==> src/rtl/duoSerialPkg.sv <==
package duoSerialPkg;
  localparam int NumChan = 2;
  localparam int DataW = 8;
  localparam int PtrW = 4;
  localparam int ChanB = 0;
  localparam int ChanA = 1;

  localparam logic [PtrW-1:0] RegStatus = 4'd0;
  localparam logic [PtrW-1:0] RegIntEn = 4'd1;
  localparam logic [PtrW-1:0] RegVector = 4'd2;
  localparam logic [PtrW-1:0] RegRxCtl = 4'd3;
  localparam logic [PtrW-1:0] RegTxCtl = 4'd5;
  localparam logic [PtrW-1:0] RegMaster = 4'd9;
  localparam logic [PtrW-1:0] RegBrgLo = 4'd12;
  localparam logic [PtrW-1:0] RegBrgHi = 4'd13;
  localparam logic [PtrW-1:0] RegExtEn = 4'd15;

  localparam logic [2:0] CmdHigh = 3'b001;
  localparam logic [2:0] CmdClrTx = 3'b101;
  localparam logic [2:0] CmdClrIus = 3'b111;

  localparam logic [DataW-1:0] SpecVal = 8'h07;

  typedef struct packed {
    logic ch;
    logic regWr;
    logic [PtrW-1:0] regIdx;
    logic clrTx;
    logic clrIus;
    logic ctlRd;
    logic dataRd;
    logic dataWr;
    logic [DataW-1:0] wd;
  } hostOpT;

  typedef struct packed {
    logic [NumChan-1:0] rxPend;
    logic [NumChan-1:0] txPend;
    logic [NumChan-1:0] rxSvc;
    logic [NumChan-1:0] txSvc;
    logic [DataW-1:0] vec;
  } intStateT;

  function automatic logic [DataW-1:0] vecCode(logic isRx, logic isTx, logic ch, logic hi);
    if (isRx) return (ch == 1'(ChanA)) ? (hi ? 8'h30 : 8'h0C) : (hi ? 8'h20 : 8'h04);
    if (isTx) return (ch == 1'(ChanA)) ? (hi ? 8'h10 : 8'h08) : 8'h00;
    return hi ? 8'h60 : 8'h06;
  endfunction

  function automatic intStateT raiseRx(intStateT s, logic ch, logic hi);
    intStateT r = s;
    r.rxPend[ch] = 1'b1;
    if (!r.txSvc[ch]) begin
      r.rxSvc[ch] = 1'b1;
      r.vec = vecCode(1'b1, 1'b0, ch, hi);
    end
    return r;
  endfunction

  function automatic intStateT raiseTx(intStateT s, logic ch, logic hi);
    intStateT r = s;
    r.txPend[ch] = 1'b1;
    if (!r.rxSvc[ch]) begin
      r.txSvc[ch] = 1'b1;
      r.vec = vecCode(1'b0, 1'b1, ch, hi);
    end
    return r;
  endfunction

  function automatic intStateT dropRx(intStateT s, logic ch, logic hi);
    intStateT r = s;
    r.rxPend[ch] = 1'b0;
    r.rxSvc[ch] = 1'b0;
    r.vec = vecCode(1'b0, 1'b0, ch, hi);
    if (r.txPend[ch]) r = raiseTx(r, ch, hi);
    return r;
  endfunction

  function automatic intStateT dropTx(intStateT s, logic ch, logic hi);
    intStateT r = s;
    r.txPend[ch] = 1'b0;
    r.txSvc[ch] = 1'b0;
    r.vec = vecCode(1'b0, 1'b0, ch, hi);
    if (r.rxPend[ch]) r = raiseRx(r, ch, hi);
    return r;
  endfunction
endpackage

==> src/rtl/duoSerialCtrl.sv <==
module duoSerialCtrl
  import duoSerialPkg::*;
(
  input  logic clk,
  input  logic rstN,
  input  logic chanSel,
  input  logic isData,
  input  logic wrStb,
  input  logic rdStb,
  input  logic [DataW-1:0] wrData,
  output hostOpT op
);
  logic [PtrW-1:0] ptr [NumChan];
  logic [2:0] cmd;
  logic ptrWr;

  assign cmd = wrData[5:3];
  assign ptrWr = wrStb && !isData && (ptr[chanSel] == '0);

  always_comb begin
    op = '0;
    op.ch = chanSel;
    op.regIdx = ptr[chanSel];
    op.wd = wrData;
    if (wrStb && !isData) begin
      if (ptrWr) begin
        op.clrTx = (cmd == CmdClrTx);
        op.clrIus = (cmd == CmdClrIus);
      end else begin
        op.regWr = 1'b1;
      end
    end
    op.ctlRd = rdStb && !wrStb && !isData;
    op.dataRd = rdStb && !wrStb && isData;
    op.dataWr = wrStb && isData;
  end

  always_ff @(posedge clk or negedge rstN) begin
    if (!rstN) begin
      for (int c = 0; c < NumChan; c++) ptr[c] <= '0;
    end else begin
      if (ptrWr) ptr[chanSel] <= {cmd == CmdHigh, wrData[2:0]};
      else if (op.regWr || op.ctlRd) ptr[chanSel] <= '0;
      if (op.regWr && op.regIdx == RegMaster) begin
        if (wrData[6]) ptr[ChanB] <= '0;
        if (wrData[7]) ptr[ChanA] <= '0;
      end
    end
  end
endmodule

==> src/rtl/duoSerialDp.sv <==
module duoSerialDp
  import duoSerialPkg::*;
(
  input  logic clk,
  input  logic rstN,
  input  hostOpT op,
  input  logic [NumChan-1:0] rxStb,
  input  logic [NumChan*DataW-1:0] rxByte,
  input  logic [NumChan-1:0] brkStb,
  output logic [DataW-1:0] rdData,
  output logic [NumChan-1:0] txStb,
  output logic [NumChan*DataW-1:0] txByte,
  output logic irq
);
  logic [NumChan-1:0] txIntEn, rxEn, txEn, statusHi, brkEn, rxAvail, brk;
  logic [NumChan-1:0] nTxIntEn, nRxEn, nTxEn, nStatusHi, nBrkEn, nRxAvail, nBrk;
  logic [1:0] rxMode [NumChan];
  logic [1:0] nRxMode [NumChan];
  logic [DataW-1:0] brgLo [NumChan];
  logic [DataW-1:0] brgHi [NumChan];
  logic [DataW-1:0] rxData [NumChan];
  logic [DataW-1:0] nBrgLo [NumChan];
  logic [DataW-1:0] nBrgHi [NumChan];
  logic [DataW-1:0] nRxData [NumChan];
  intStateT intSt, nInt;
  logic [NumChan-1:0] resetMask;
  logic [DataW-1:0] rdNext;

  always_comb begin
    nTxIntEn = txIntEn; nRxEn = rxEn; nTxEn = txEn; nStatusHi = statusHi;
    nBrkEn = brkEn; nRxAvail = rxAvail; nBrk = brk;
    nRxMode = rxMode; nBrgLo = brgLo; nBrgHi = brgHi; nRxData = rxData;
    nInt = intSt;
    resetMask = '0;
    if (op.regWr) begin
      case (op.regIdx)
        RegIntEn: begin nTxIntEn[op.ch] = op.wd[1]; nRxMode[op.ch] = op.wd[4:3]; end
        RegRxCtl: nRxEn[op.ch] = op.wd[0];
        RegTxCtl: nTxEn[op.ch] = op.wd[3];
        RegMaster: begin
          resetMask = {op.wd[7], op.wd[6]};
          if (op.wd[7:6] == 2'b00) nStatusHi[op.ch] = op.wd[4];
        end
        RegBrgLo: nBrgLo[op.ch] = op.wd;
        RegBrgHi: nBrgHi[op.ch] = op.wd;
        RegExtEn: nBrkEn[op.ch] = op.wd[7];
        default: ;
      endcase
    end
    if (op.clrTx) nInt = dropTx(nInt, op.ch, nStatusHi[op.ch]);
    if (op.clrIus) begin
      if (nInt.rxSvc[op.ch]) nInt = dropRx(nInt, op.ch, nStatusHi[op.ch]);
      else if (nInt.txSvc[op.ch]) nInt = dropTx(nInt, op.ch, nStatusHi[op.ch]);
    end
    if (op.dataRd) begin
      nRxAvail[op.ch] = 1'b0;
      nInt = dropRx(nInt, op.ch, nStatusHi[op.ch]);
    end
    if (op.dataWr) nInt = raiseTx(nInt, op.ch, nStatusHi[op.ch]);
    for (int c = 0; c < NumChan; c++) begin
      if (resetMask[c]) begin
        nTxIntEn[c] = 1'b0; nRxEn[c] = 1'b0; nTxEn[c] = 1'b0; nStatusHi[c] = 1'b0;
        nBrkEn[c] = 1'b1; nRxAvail[c] = 1'b0; nBrk[c] = 1'b0;
        nRxMode[c] = 2'b00; nBrgLo[c] = '0; nBrgHi[c] = '0; nRxData[c] = '0;
        nInt.rxPend[c] = 1'b0; nInt.txPend[c] = 1'b0;
        nInt.rxSvc[c] = 1'b0; nInt.txSvc[c] = 1'b0;
        if (c == ChanB) nInt.vec = '0;
      end
    end
    for (int c = 0; c < NumChan; c++) begin
      if (rxStb[c] && nRxEn[c] && !nRxAvail[c]) begin
        nRxAvail[c] = 1'b1;
        nRxData[c] = rxByte[c*DataW +: DataW];
        nInt = raiseRx(nInt, 1'(c), nStatusHi[c]);
      end
      if (brkStb[c]) nBrk[c] = 1'b1;
    end
  end

  always_comb begin
    irq = 1'b0;
    for (int c = 0; c < NumChan; c++) begin
      irq |= (txIntEn[c] && intSt.txPend[c]) ||
             ((rxMode[c] == 2'b01 || rxMode[c] == 2'b10) && intSt.rxPend[c]) ||
             (brkEn[c] && brk[c]);
    end
  end

  always_comb begin
    rdNext = '0;
    if (op.dataRd) rdNext = rxData[op.ch];
    else begin
      case (op.regIdx)
        RegStatus: rdNext = {brk[op.ch], 1'b1, 3'b000, 1'b1, 1'b0, rxAvail[op.ch]};
        RegIntEn: rdNext = SpecVal;
        RegVector: rdNext = (op.ch == 1'(ChanB)) ? intSt.vec : '0;
        4'd3: rdNext = (op.ch == 1'(ChanA)) ?
          {2'b00, intSt.rxPend[ChanA], intSt.txPend[ChanA], 1'b0,
           intSt.rxPend[ChanB], intSt.txPend[ChanB], 1'b0} : '0;
        RegBrgLo: rdNext = brgLo[op.ch];
        RegBrgHi: rdNext = brgHi[op.ch];
        default: rdNext = '0;
      endcase
    end
  end

  always_ff @(posedge clk or negedge rstN) begin
    if (!rstN) begin
      txIntEn <= '0; rxEn <= '0; txEn <= '0; statusHi <= '0;
      brkEn <= '1; rxAvail <= '0; brk <= '0;
      for (int c = 0; c < NumChan; c++) begin
        rxMode[c] <= 2'b00; brgLo[c] <= '0; brgHi[c] <= '0; rxData[c] <= '0;
      end
      intSt <= '0;
      rdData <= '0;
      txStb <= '0;
      txByte <= '0;
    end else begin
      txIntEn <= nTxIntEn; rxEn <= nRxEn; txEn <= nTxEn; statusHi <= nStatusHi;
      brkEn <= nBrkEn; rxAvail <= nRxAvail; brk <= nBrk;
      rxMode <= nRxMode; brgLo <= nBrgLo; brgHi <= nBrgHi; rxData <= nRxData;
      intSt <= nInt;
      if (op.dataRd || op.ctlRd) rdData <= rdNext;
      txStb <= '0;
      if (op.dataWr && txEn[op.ch]) begin
        txStb[op.ch] <= 1'b1;
        txByte[op.ch*DataW +: DataW] <= op.wd;
      end
    end
  end
endmodule

==> src/rtl/duoSerialIrq.sv <==
module duoSerialIrq
  import duoSerialPkg::*;
(
  input  logic clk,
  input  logic rstN,
  input  logic chanSel,
  input  logic isData,
  input  logic wrStb,
  input  logic rdStb,
  input  logic [7:0] wrData,
  output logic [7:0] rdData,
  input  logic [1:0] rxStb,
  input  logic [15:0] rxByte,
  input  logic [1:0] brkStb,
  output logic [1:0] txStb,
  output logic [15:0] txByte,
  output logic irq
);
  hostOpT op;

  duoSerialCtrl ctrl_i (
    .clk(clk), .rstN(rstN), .chanSel(chanSel), .isData(isData),
    .wrStb(wrStb), .rdStb(rdStb), .wrData(wrData), .op(op)
  );

  duoSerialDp dp_i (
    .clk(clk), .rstN(rstN), .op(op), .rxStb(rxStb), .rxByte(rxByte),
    .brkStb(brkStb), .rdData(rdData), .txStb(txStb), .txByte(txByte), .irq(irq)
  );
endmodule

==> config.mk <==
export PLATFORM = sky130hd
export DESIGN_NAME = duoSerialIrq
export DESIGN_NICKNAME = d
export VERILOG_FILES = /design/src/rtl/duoSerialPkg.sv /design/src/rtl/duoSerialCtrl.sv /design/src/rtl/duoSerialDp.sv /design/src/rtl/duoSerialIrq.sv
export SDC_FILE = /design/constraint.sdc
export NUM_CORES = 1
export LEC_CHECK = 0
export BUFFER_PORTS_ARGS = -buffer_cell sky130_fd_sc_hd__buf_2
export CORE_UTILIZATION = 60
export CTS_CLUSTER_DIAMETER = 50
export CTS_CLUSTER_SIZE = 24
export DETAILED_ROUTE_END_ITERATION = 6
export HOLD_SLACK_MARGIN = 0.1
export PLACE_DENSITY = 0.81
export RECOVER_POWER = 50
export SLEW_MARGIN = 10
export SYNTH_ARGS = -nofsm -noshare
export SYNTH_HDL_FRONTEND = slang
export SYNTH_SLANG_ARGS = --single-unit
==> constraint.sdc <==
create_clock -name clk -period 3.3 [get_ports clk]
set_clock_uncertainty 0.15 [all_clocks]
set_input_delay 0.33 -clock clk [delete_from_list [all_inputs] [get_ports clk]]
set_output_delay 0.33 -clock clk [all_outputs]
set_load 0.03 [all_outputs]
==> results_dict.tcl <==
set metrics [dict create \
    firstDrtPassIters 5 \
    ys.flop_type "dfrtp_1" \
    pin_count 61 \
    antenna_found_initial 0 \
    syn_nets 734 \
    worstSetupEndpointType "register" \
    std_cell_rows 36 \
    initial_core_util 0.6254 \
    post-place-ws_ns 0.1572 \
    max_freq_mhz 318.8 \
    cp_max_fo 13 \
    vias_per_cell 6.588 \
    p_comb_frac 0.201 \
    grt_use_total 0.3998 \
    timing.final.crit_share 0.9504 \
    rsz0062_at_grt "no" \
    numCtsBuffers 17 \
    die_w_um 103.6 \
    crit_chain "dlygate4sd3_1, buf_2, or4_4, a211oi_2, a31oi_1, o2111ai_1, o211ai_2, o211ai_2, nor4_4, a211o_1" \
    synth-async-reset-ratio 1.000 \
    grt_overflow 0 \
    synth_edf_count 0 \
    setup-tns-final_ns 0 \
    p_seq_frac 0.407 \
    hold_viol_final 0 \
    slowest_stage "or4_4" \
    worstMarginPinSlew_ns 1.564 \
    ant_nets 0 \
    hold_path_depth 3 \
    clock-sinks 116 \
    setup_viol 0 \
    start_kind "input pin" \
    power_leakage_nw 3.500 \
    p_clk_frac 0.393 \
    status "complete, but fails checks" \
    syn2layout_area_growth_pct 22.81 \
    internal_power_w 0.003027 \
    postCtsSetupBuffers 0 \
    path_clk_slew_ns 0.05 \
    cts_tree "done" \
    hold_class "in -> reg" \
    dieHeight_um 103.6 \
    cts.path.max_buffers 2 \
    final_util 0.7681 \
    netlist_instances 700 \
    dp_hpwl_mm 13.65 \
    first_global_vias 6058 \
    ys_seq_area_frac 0.4688 \
    synth_seq_cells 116 \
    irDropWorstVdd_v 0.0004635 \
    max-slew-margin-rel -0.04279 \
    htreeDepth 4 \
    arrival_ns 3.40 \
    drive_gt1_frac 0.1624 \
    slew_violations 65 \
    cp_common_cell "o211ai_2" \
    switching_share 0.3173 \
    post_dp_cell_area_um2 6751 \
    drv_cap 1 \
    power_switching_w 0.001407 \
    fin_area_um2 7611 \
    synth.avg_cell_area_um2 8.853 \
    diodes 0 \
    yosysWarnings 0 \
    clock_latency_ns 0.54 \
    critPathKind "in -> reg" \
    die-area_um2 10740 \
    fin_crit_ns 3.136 \
    grt_start_max_net_pins 65 \
    p_total_w 0.004433 \
    nNetsFinal 834 \
    drc_errors 0 \
    violations "capacitance limit, slew limit" \
    worst_r2r_path_depth 8 \
    synthDistinctLibCells 72 \
    wire_per_inst_um 21.88 \
    port-buffer-count 60 \
    fp.coreArea_um2 9910 \
    grt_pass1_wl_mm 32.78 \
    slowest_delay_ns 0.59 \
    netlist_area_um2 6197 \
    wl_mm 20.70 \
    powerDensity_nw_per_um2 582.5 \
    gp_congestion 0.9837 \
    drtIter0Drc 665 \
    setup_ws_ns 0.1636 \
    vias 6232 \
    crit_required_ns 3.57 \
    cts_root_buffer "clkbuf_8" \
]
cell type report:
type	instances	area, um2
Clock buffer	24	480.5
Clock inverter	8	75.07
Fill cell	715	2298
Inverter	11	41.29
Multi-Input combinational cell	526	3074
Sequential cell	116	2905
Tap cell	133	166.4
Timing Repair Buffer	128	868.3
registers in the layout, indices dropped and copies added (netlist names):
register and cells:
dp_i.brgLo 16, dp_i.txIntEn 2, dp_i.txEn 2, dp_i.rxMode 4, dp_i.brk 2, dp_i.rxData 16, dp_i.brkEn 2, dp_i.brgHi 16
dp_i.txByte 16, dp_i.rdData 8, dp_i.intSt 16, dp_i.rxEn 2, dp_i.statusHi 2, dp_i.txStb 2, dp_i.rxAvail 2, ctrl_i.ptr 8
through the flow:
stage | cells | hold slack, ns
6_report | 946 | 0.1194
5_1_grt | 946 | 0.1484
4_1_cts | 946 | 0.1007
3_5_place_dp | 882 | 0.3051
3_3_place_gp | 882 | 0.2936
2_1_floorplan | 700 | -0.1156
placed cells by master, fill, tap and decap left out, drive strengths merged, types with 4 or more instances in the layout:
master,instances
nand2,138
dfrtp,114
buf,68
nor2,59
a21oi,58
clkbuf,52
nand3,38
o21ai,34
dlygate4sd3,32
mux2i,21
mux2,13
a22oi,13
and2,13
nor3,11
inv,9
nor2b,8
o31ai,8
clkinv,8
nand4,6
a31oi,6
and3,6
a221o,6
a32oi,5
a222oi,5
a211oi,5
nand2b,4
nand3b,4
o221ai,4
o21a,4
a21o,4
power groups by stage:
stage	clock network (W)	registers, W	logic (W)
floorplan	0	0.00183	0.000481
global placement	0	0.00180	0.000804
detailed placement	0	0.00181	0.000825
CTS	0.00173	0.00179	0.000875
global route	0.00180	0.00182	0.000963
finish	0.00174	0.00180	0.000890
layer usage:
metal  vias to the layer above  share of wire  global-route usage  routed length, um
li1                       2718              -                   -                  -
met1                      3031           0.40              0.5350               8268
met2                       405           0.45              0.5983               9405
met3                        78           0.10              0.1076               2114
met4                         0          0.044              0.2050                910
met5                         -              0                   0                  0
critical path: cells and delay by family:
kind	cells	cell delay, ns
AND/OR/NAND/NOR	2	0.69
AO/OA/AOI/OAI	6	1.67
buffers and inverters	2	0.73
Yosys cell counts (9+ instances only):
master    count  area share
and2_1       12       0.012
nand3_1      38       0.031
dfrtp_1     114        0.46
mux2i_1      21       0.034
nand2_1     138       0.084
nor3_1        9      0.0073
o21ai_0      32       0.026
a22oi_1      13       0.016
inv_1         9      0.0055
mux2_2       13       0.024
nor2_1       59       0.036
clkbuf_1     31       0.019
a21oi_1      58       0.047
path summary, 6_finish.rpt:
check	end	slack, ns	startpoint
min in group asynchronous	dp_i.txByte[3]$_DFFE_PN0P_	0.55	rstN
max reg2reg	dp_i.intSt[4]$_DFF_PN0_	0.22	ctrl_i.ptr[2]$_DFF_PN0_
max in group asynchronous	dp_i.rxEn[0]$_DFF_PN0_	1.05	rstN
max	dp_i.intSt[4]$_DFF_PN0_	0.16	chanSel
min	dp_i.intSt[13]$_DFF_PN0_	0.12	isData
min reg2reg	dp_i.txByte[13]$_DFFE_PN0P_	0.32	dp_i.txByte[13]$_DFFE_PN0P_
cell families (layout without fill, tap and decap cells):
kind of cell,after synthesis,count (layout),share of synthesized area
AOI/OAI and AO/OA,180,180,0.1958
buffers and inverters,58,171,0.03856
DFF,116,116,0.4688
and+or+nand+nor,310,310,0.2364
muxes,34,34,0.05754
xor gates and xnor gates,2,2,0.002827
repair_timing:
action,CTS,global route
resized for setup,0,4
hold buffers,32,0
endpoints found under the hold margin,126,0
setup endpoints to repair,0,6
(Power assumes the default switching activity.)
